**config.mk**
```make
export PLATFORM = sky130hd
export DESIGN_NAME = span_coord_stepper
export DESIGN_NICKNAME = d
export VERILOG_FILES = /design/src/rtl/span_step_pkg.sv /design/src/rtl/span_seq_ctrl.sv /design/src/rtl/coord_lane.sv /design/src/rtl/span_coord_stepper.sv
export SDC_FILE = /design/constraint.sdc
export NUM_CORES = 1
export LEC_CHECK = 0
export BUFFER_PORTS_ARGS = -buffer_cell sky130_fd_sc_hd__buf_2
export CAP_MARGIN = 10
export CORE_MARGIN = 2
export CORE_UTILIZATION = 45
export DETAILED_ROUTE_END_ITERATION = 12
export GPL_TIMING_DRIVEN = 0
export PLACE_DENSITY = 0.78
export SLEW_MARGIN = 20
export SYNTH_ARGS = -nofsm -noshare
export SYNTH_HDL_FRONTEND = slang
export SYNTH_HIERARCHICAL = 1
export SYNTH_SLANG_ARGS = --single-unit
```
**constraint.sdc**
```tcl
create_clock -name clk -period 3.5 [get_ports clk]
set_input_delay 0.175 -clock clk [delete_from_list [all_inputs] [get_ports clk]]
set_output_delay 0.175 -clock clk [all_outputs]
set_load 0.05 [all_outputs]
```
**src/rtl/span_step_pkg.sv**
```systemverilog
package span_step_pkg;

  typedef enum logic {
    SEQ_IDLE = 1'b0,
    SEQ_RUN  = 1'b1
  } seq_state_e;

  localparam int LANE_S = 0;
  localparam int LANE_T = 1;
  localparam int NUM_TEX_LANES = 2;

endpackage

```
**src/rtl/span_seq_ctrl.sv**
```systemverilog
module span_seq_ctrl
  import span_step_pkg::*;
#(
  parameter int LW = 9
) (
  input  logic          clk,
  input  logic          rst_n,
  input  logic          req_valid,
  input  logic [LW-1:0] req_len,
  output logic          req_ready,
  output logic          out_valid,
  input  logic          out_ready,
  output logic          out_last,
  output logic          load,
  output logic          step
);

  seq_state_e    state;
  logic [LW-1:0] remain;
  logic          accept;
  logic          beat;

  assign out_valid = (state == SEQ_RUN);
  assign out_last  = out_valid && (remain == LW'(1));
  assign beat      = out_valid && out_ready;
  assign req_ready = !out_valid || (out_last && out_ready);
  assign accept    = req_valid && req_ready;
  assign load      = accept && (req_len != '0);
  assign step      = beat && !out_last;

  always_ff @(posedge clk or negedge rst_n) begin
    if (!rst_n) begin
      state  <= SEQ_IDLE;
      remain <= '0;
    end else if (load) begin
      state  <= SEQ_RUN;
      remain <= req_len;
    end else if (beat) begin
      if (out_last) begin
        state <= SEQ_IDLE;
      end
      remain <= remain - LW'(1);
    end
  end

endmodule

```
**src/rtl/coord_lane.sv**
```systemverilog
module coord_lane #(
  parameter int W = 24
) (
  input  logic         clk,
  input  logic         rst_n,
  input  logic         load,
  input  logic [W-1:0] init,
  input  logic [W-1:0] inc,
  input  logic         down,
  input  logic         step,
  output logic [W-1:0] val
);

  logic [W-1:0] inc_q;
  logic         down_q;

  always_ff @(posedge clk or negedge rst_n) begin
    if (!rst_n) begin
      val    <= '0;
      inc_q  <= '0;
      down_q <= 1'b0;
    end else if (load) begin
      val    <= init;
      inc_q  <= inc;
      down_q <= down;
    end else if (step) begin
      if (down_q) begin
        val <= val - inc_q;
      end else begin
        val <= val + inc_q;
      end
    end
  end

endmodule

```
**src/rtl/span_coord_stepper.sv**
```systemverilog
module span_coord_stepper
  import span_step_pkg::*;
#(
  parameter int XW    = 10,
  parameter int LW    = 9,
  parameter int CW    = 24,
  parameter int FRACW = 6
) (
  input  logic          clk,
  input  logic          rst_n,
  input  logic          span_valid,
  output logic          span_ready,
  input  logic [XW-1:0] span_x,
  input  logic [LW-1:0] span_len,
  input  logic [CW-1:0] span_s,
  input  logic [CW-1:0] span_t,
  input  logic [CW-1:0] span_dsdx,
  input  logic [CW-1:0] span_dtdx,
  input  logic          span_scale,
  input  logic          span_reflect,
  output logic          pix_valid,
  input  logic          pix_ready,
  output logic [XW-1:0] pix_x,
  output logic [CW-1:0] pix_s,
  output logic [CW-1:0] pix_t,
  output logic          pix_last
);

  localparam logic [CW-1:0] UNIT_STEP = CW'(1) << FRACW;

  logic load;
  logic step;

  span_seq_ctrl #(.LW(LW)) u_ctrl (
    .clk       (clk),
    .rst_n     (rst_n),
    .req_valid (span_valid),
    .req_len   (span_len),
    .req_ready (span_ready),
    .out_valid (pix_valid),
    .out_ready (pix_ready),
    .out_last  (pix_last),
    .load      (load),
    .step      (step)
  );

  coord_lane #(.W(XW)) u_col (
    .clk   (clk),
    .rst_n (rst_n),
    .load  (load),
    .init  (span_x),
    .inc   (XW'(1)),
    .down  (span_reflect),
    .step  (step),
    .val   (pix_x)
  );

  logic [CW-1:0] lane_init [NUM_TEX_LANES];
  logic [CW-1:0] lane_inc  [NUM_TEX_LANES];
  logic          lane_down [NUM_TEX_LANES];
  logic [CW-1:0] lane_val  [NUM_TEX_LANES];

  always_comb begin
    lane_init[LANE_S] = span_s;
    lane_inc[LANE_S]  = span_scale ? span_dsdx : UNIT_STEP;
    lane_down[LANE_S] = span_reflect;
    lane_init[LANE_T] = span_t;
    lane_inc[LANE_T]  = span_scale ? span_dtdx : '0;
    lane_down[LANE_T] = 1'b0;
  end

  for (genvar g = 0; g < NUM_TEX_LANES; g++) begin : g_tex
    coord_lane #(.W(CW)) u_lane (
      .clk   (clk),
      .rst_n (rst_n),
      .load  (load),
      .init  (lane_init[g]),
      .inc   (lane_inc[g]),
      .down  (lane_down[g]),
      .step  (step),
      .val   (lane_val[g])
    );
  end

  assign pix_s = lane_val[LANE_S];
  assign pix_t = lane_val[LANE_T];

endmodule

```
* Word level (Yosys, flattened, before mapping)
Index checks and enable logic that the tools add are counted.
** Word-level totals
- Register bits :: 118
- Latch bits :: 0
- RAM bits :: 0
- Bits in read-only memories :: 0
- Bits of input ports :: 121
- Memories kept :: 0
** Cells by class
- $add $sub $neg :: 6
- Multipliers :: 0
- Divide/modulo/power cells :: 0
- Order comparisons :: 0
- Eq/ne operators :: 1
- Shift-type cells :: 0
- Muxes and demuxes :: 15
- Bitwise operators :: 0
- Reduce and logical (&&, ||, !) cells :: 14
** Operators with widths (count)
- 2-to-1 mux 24 bit :: 7
- adder 24 bit :: 2
- 2-to-1 mux 10 bit :: 3
- subtractor 24 bit :: 1
- 2-to-1 mux 9 bit :: 2
- adder 10 x 1 -> 10 bit :: 1
- subtractor 10 x 1 -> 10 bit :: 1
- == test 9 x 1 -> 1 bit, second input constant :: 1
- nonzero test 9 bit :: 1
- subtractor 9 x 1 -> 9 bit, second input constant :: 1
- logical AND 1 bit :: 6
- nonzero test 2 bit :: 3
- 2-to-1 mux 1 bit :: 3
- zero test 1 bit :: 2
- AND reduction 2 bit :: 1
- logical OR 1 bit :: 1

* Longest topological paths before layout
- Depth in word-level cells :: 8
- Mapped depth :: 14
- Depth with buffers taken out :: 14

* Cells and area by module
The synthesis kept the hierarchy.
** Modules (own cells, without submodules)
- coord_lane at g_tex[0].u_lane ... :: instances 2, cells an instance 416, area each 3733.6 sq um, seq. area each 1226.2 sq um
- coord_lane at u_col :: instances 1, cells an instance 150, area each 1478.9 sq um, seq. area each 525.5 sq um
- span_seq_ctrl :: instances 1, cells an instance 62, area each 644.4 sq um, seq. area each 250.2 sq um
- span_coord_stepper :: instances 1, cells an instance 55, area each 351.6 sq um, seq. area each 0.0 sq um

* Worst setup path after synthesis
Ideal clock, no wire load.
- Kind :: register -> register
- Start point :: reg u_ctrl.remain[1]
- End point :: reg u_col.val[7]
- Arrival time :: 3.573 ns
- Data required time :: 3.396 ns
- Path slack :: -0.177 ns
- Stages on the path, launching flop included :: 12
- Path buffers :: 1
- Clock period less this slack :: 3.677 ns
- Cell sequence :: dfrtp_1 > inv_1 > ha_1 > or4b_1 > nor3_1 > nor2_1 > buf_2 > clkinv_1 > a21oi_1 > nor2b_1 > a31o_1 > a221oi_1
** On the way
- Elaborated cells between the ends (all ways) :: 10
** RTL lines
- start: declaration :: RTL line span_seq_ctrl.sv:19 : logic [LW-1:0] remain;
- start signal: assignment :: RTL line span_seq_ctrl.sv:37 : remain <= req_len;
- start signal: assignment :: RTL line span_seq_ctrl.sv:42 : remain <= remain - LW'(1);
- == test 9 x 1 -> 1 bit :: RTL line span_seq_ctrl.sv:24 : assign out_last = out_valid && (remain == LW'(1));
- logical AND 1 bit :: RTL line span_seq_ctrl.sv:24
- net pix_last :: RTL line span_coord_stepper.sv:26 : output logic pix_last
- zero test 1 bit :: RTL line span_seq_ctrl.sv:29 : assign step = beat && !out_last;
- logical AND 1 bit :: RTL line span_seq_ctrl.sv:29
- net step :: RTL line span_coord_stepper.sv:32 : logic step;
- nonzero test 2 bit (no source line)
- end signal: assignment :: RTL line coord_lane.sv:23 : val <= init;
- end signal: assignment :: RTL line coord_lane.sv:28 : val <= val - inc_q;
- end signal: assignment :: RTL line coord_lane.sv:30 : val <= val + inc_q;
- end: declaration :: RTL line coord_lane.sv:11 : output logic [W-1:0] val
The timed path passes the listed nets, and every way through them passes these cells.
A chain may end at the register's enable or synchronous reset.

* Worst setup path after layout
- Start point :: reg g_tex[1].u_lane.inc_q[8]
- End point :: reg g_tex[1].u_lane.val[21]
** On the way
- Word-level cells in the longest chain between the ends :: 3
** RTL lines
- start: declaration :: RTL line coord_lane.sv:14 : logic [W-1:0] inc_q;
- start signal: assignment :: RTL line coord_lane.sv:24 : inc_q <= inc;
- adder 24 bit :: RTL line coord_lane.sv:30
- 2-to-1 mux 24 bit :: RTL line coord_lane.sv:26 : end else if (step) begin
- 2-to-1 mux 24 bit :: RTL line coord_lane.sv:22 : end else if (load) begin
- end signal: assignment :: RTL line coord_lane.sv:23
- end signal: assignment :: RTL line coord_lane.sv:28
- end signal: assignment :: RTL line coord_lane.sv:30
- end: declaration :: RTL line coord_lane.sv:11
Every way passes these cells. The select of a mux whose other input is x is not followed.

==> impl_metrics.csv <==
group,metric,value,unit
clocking,clk_latency,430,ps
sta,post-route-period-util,97.2,%
floorplan,die_x,153,microns
critical_path,worstSetupEndpointType,"flop",
worst_hold_path,hold_depth,3,
critical_path,critical_path_class,"reg -> reg",
cells_and_area,multi_input_area,6520,sq um
detailed_routing,vias,9235,
worst_hold_path,hp-start,"span_t[19]",
sta,clock_skew,13.4,ps
detailed_routing,drcViolationCount,0,
sta,period_minus_slack,3400,ps
critical_path,cpMaxStageDelayCell,"or3_4",
global_routing,grt_max_degree,66,
cells_and_area,seqCellArea,3230,sq um
placed_design,placed_cells,1569,
floorplan,dieArea,23300,sq um
synthesis,syn_area,9940,sq um
clocking,cts_made_buffers,17,
sta,layout_setup_ws,98.4,ps
global_routing,grt_antenna_before_repair,2,
placed_design,gp_congestion,0.926,
placed_design,place_area,11300,sq um
critical_path,cp.arrival,3710,ps
floorplan,row_count,54,
synthesis,synth_area_leaders,"dfrtp_1 32%, ha_1 7.8%, xnor2_1 7.4%",
critical_path,crit_buf_inv,0,
job,drv_cap,0,
sta,hold_viol,0,
floorplan,die_h,153,microns
detailed_routing,drt-initial-drc-count,560,
critical_path,r2r-start,"g_tex[1].u_lane/inc_q[8]",
floorplan,initial_utilization,45.7,%
critical_path,reg2reg_slack,100,ps
critical_path,rr_worst_depth,13,
detailed_routing,ant_nets,0,
clocking,cts.path.max_buffers,2,
critical_path,cp_data_required_time,3810,ps
synthesis,yosysUniqueCellTypes,71,
worst_hold_path,min_to,"g_tex[1].u_lane/val[19]",
detailed_routing,via_per_inst,5.56,
clocking,clk_pin_slew,60,ps
global_routing,grt_pass1_wl,45800,microns
synthesis,async_reset_ff_share,100,%
sta,maxSlewHeadroom,43.9,%
cells_and_area,drive_above_1_share,25.8,%
clocking,cts_tree,"done",
synthesis,seq_area_frac_synth,32.5,%
synthesis,dominantRegCellSynth,"dfrtp_1",
critical_path,cp_max_fo,6,
sta,totalNegativeSetupSlack,0,ps
synthesis,yosysWarningCount,6,
clocking,clock-root-buffer,"clkbuf_16",
clocking,htree_levels,4,
critical_path,worstReg2RegEnd,"g_tex[1].u_lane/val[21]",
synthesis,avgSynthCellArea,9.05,sq um
run_status,outcome,"finished, final reports clean",
worst_hold_path,hold_path.class,"in -> reg",
cells_and_area,final_nets,1553,
sta,slew_violations,0,
detailed_routing,avgRoutedWirePerCell,17.3,microns
critical_path,cp.depth,13,
sta,report.final.setup_viol,0,
floorplan,ioPinCount,182,
cells_and_area,fin_cells,1660,
detailed_routing,dr.pass1.iters,5,
placed_design,dp_hpwl,21200,microns
critical_path,max_stage_delay,430,ps
critical_path,worstSetupStartpointType,"flop",
synthesis,synth_seq_cells,129,
global_routing,first_global_vias,8971,
critical_path,critPathTopFamily,"simple AND/OR/NAND/NOR gates",
placed_design,pre_cts_ws,-35.4,ps
cells_and_area,fillers,1891,
global_routing,grt.total_usage,24.3,%
synthesis,synth_top_area_cell,"dfrtp_1",
synthesis,synth_top_area_share,32.5,%
floorplan,core,21800,sq um
cells_and_area,fin_area,12600,sq um
critical_path,crit_chain,"or3_4 -> nor4_4 -> and3_4 -> a21oi_1 -> xnor2_1 -> ha_2 -> a21oi_2 -> o21ai_0 -> a31oi_1 -> o21ai_0 -> or3_1 -> mux2i_1 -> nor2_1",
detailed_routing,wl,28700,microns
clocking,clock_sinks,129,
global_routing,overflow,0,
placed_design,port_buffers,180,
sta,worst_pin_slew,839,ps
cells_and_area,syn2layout_area_growth,26.7,%
synthesis,synthCells,1099,
sta,max_freq,294,MHz
critical_path,critPathMostFrequentCell,"o21ai_0",
synthesis,synth_edf_count,0,
==> synthesized netlist by cell type (all sizes together) (23+ instances only) <==
cell,n
dfrtp,129
o21ai,95
nor2,92
nand2,91
xnor2,85
a21oi,77
ha,62
mux2,59
and2,51
clkbuf,39
inv,30
mux2i,27
a31oi,23
==> worst register-to-register path: cells and delay by family, from the launching register on <==
family | cells | cell delay, ps
muxes | 1 | 120
xor gates and xnor gates | 1 | 290
AOI/OAI and AO/OA | 5 | 760
DFF | 1 | 410
and+or+nand+nor | 5 | 1370
adders and majority gates | 1 | 370
==> through the flow <==
stage,hold WS [ps],util (%)
detailed placement,157,51.8
floorplan,-121,-
finish,16.0,57.9
CTS,0.489,57.2
global placement,385,51.6
global route,15.4,57.9
==> worst max path at each step <==
| stage | start | end | slack, ps |
|---|---|---|---|
| floorplan | u_ctrl/remain[1] | g_tex[0].u_lane/val[8] | 330 |
| global placement | g_tex[0].u_lane/inc_q[6] | g_tex[0].u_lane/val[21] | 2 |
| detailed placement | g_tex[0].u_lane/inc_q[2] | g_tex[0].u_lane/val[20] | -40 |
| CTS | g_tex[0].u_lane/inc_q[6] | g_tex[0].u_lane/val[21] | 2 |
| global route | g_tex[0].u_lane/inc_q[8] | g_tex[0].u_lane/val[21] | -10 |
| finish | g_tex[1].u_lane/inc_q[8] | g_tex[1].u_lane/val[21] | 100 |
==> what timing repair did <==
| item | CTS | global route |
|---|---|---|
| buffers inserted | 0 | 7 |
| endpoints found under the setup margin | 13 | 55 |
| hold buffers | 53 | 0 |
| pin swaps | 0 | 10 |
| resized for setup | 4 | 38 |
| endpoints found under the hold margin | 117 | 0 |
==> routing by layer <==
metal	up-vias	part of all wire (%)	GRT usage (%)	wire, microns
met4	2	2.9	9.13	830
met3	58	6.4	4.32	1840
met1	4364	43	31.4	12400
met5	-	0.045	0	13
met2	335	47	40.6	13600
li1	4476	-	-	-
==> cell type report <==
class / count / share of cell area, %
multi-input combinational: 899 / 51.8
sequential: 129 / 25.6
timing repair buffer: 241 / 12.1
clock buffer: 22 / 3.76
tap: 280 / 2.78
buffer: 48 / 1.81
clock inverter: 9 / 1.23
inverter: 31 / 0.924
antenna: 1 / 0.0199
==> logic make-up after synthesis <==
| group | Yosys count | share of synthesized area [%] |
|---|---|---|
| adder cells (fa/ha/maj) | 65 | 8.41 |
| flip-flops | 129 | 32.5 |
| AND/OR/NAND/NOR | 340 | 17.9 |
| other | 2 | 0.0755 |
| multiplexers | 86 | 9.40 |
| buffers and inverters | 80 | 3.40 |
| AO/OA/AOI/OAI | 293 | 19.2 |
| XOR/XNOR | 104 | 9.24 |
==> cell usage in the layout (no fill, tap or decap), types with 10 or more instances in the layout <==
cell,instances
mux2i_1,27
clkbuf_1,30
clkbuf_2,10
ha_1,58
dlygate4sd3_1,53
xnor2_1,83
nand2_1,89
inv_1,30
conb_1,11
nand3_1,11
xor2_1,19
nor2_1,87
a21oi_1,70
and2_1,51
dfrtp_1,129
buf_2,183
mux2_2,59
nor2b_1,15
o21ai_0,65
clkbuf_16,17
o21ai_1,25
nor3_1,16
a31oi_1,23
a21o_1,15
a22oi_1,20
==> flip-flops by register name, indices dropped and copies added, names as in the netlist <==
signal               cells
g_tex.u_lane/inc_q      48
g_tex.u_lane/val        48
u_col/inc_q             10
u_col/val               10
u_ctrl/remain            9
g_tex.u_lane/down_q      2
u_col/down_q             1
u_ctrl/out_valid         1
Power is not shown: default switching activity piles up to over one toggle a cycle in this logic, so the estimate is an artifact.
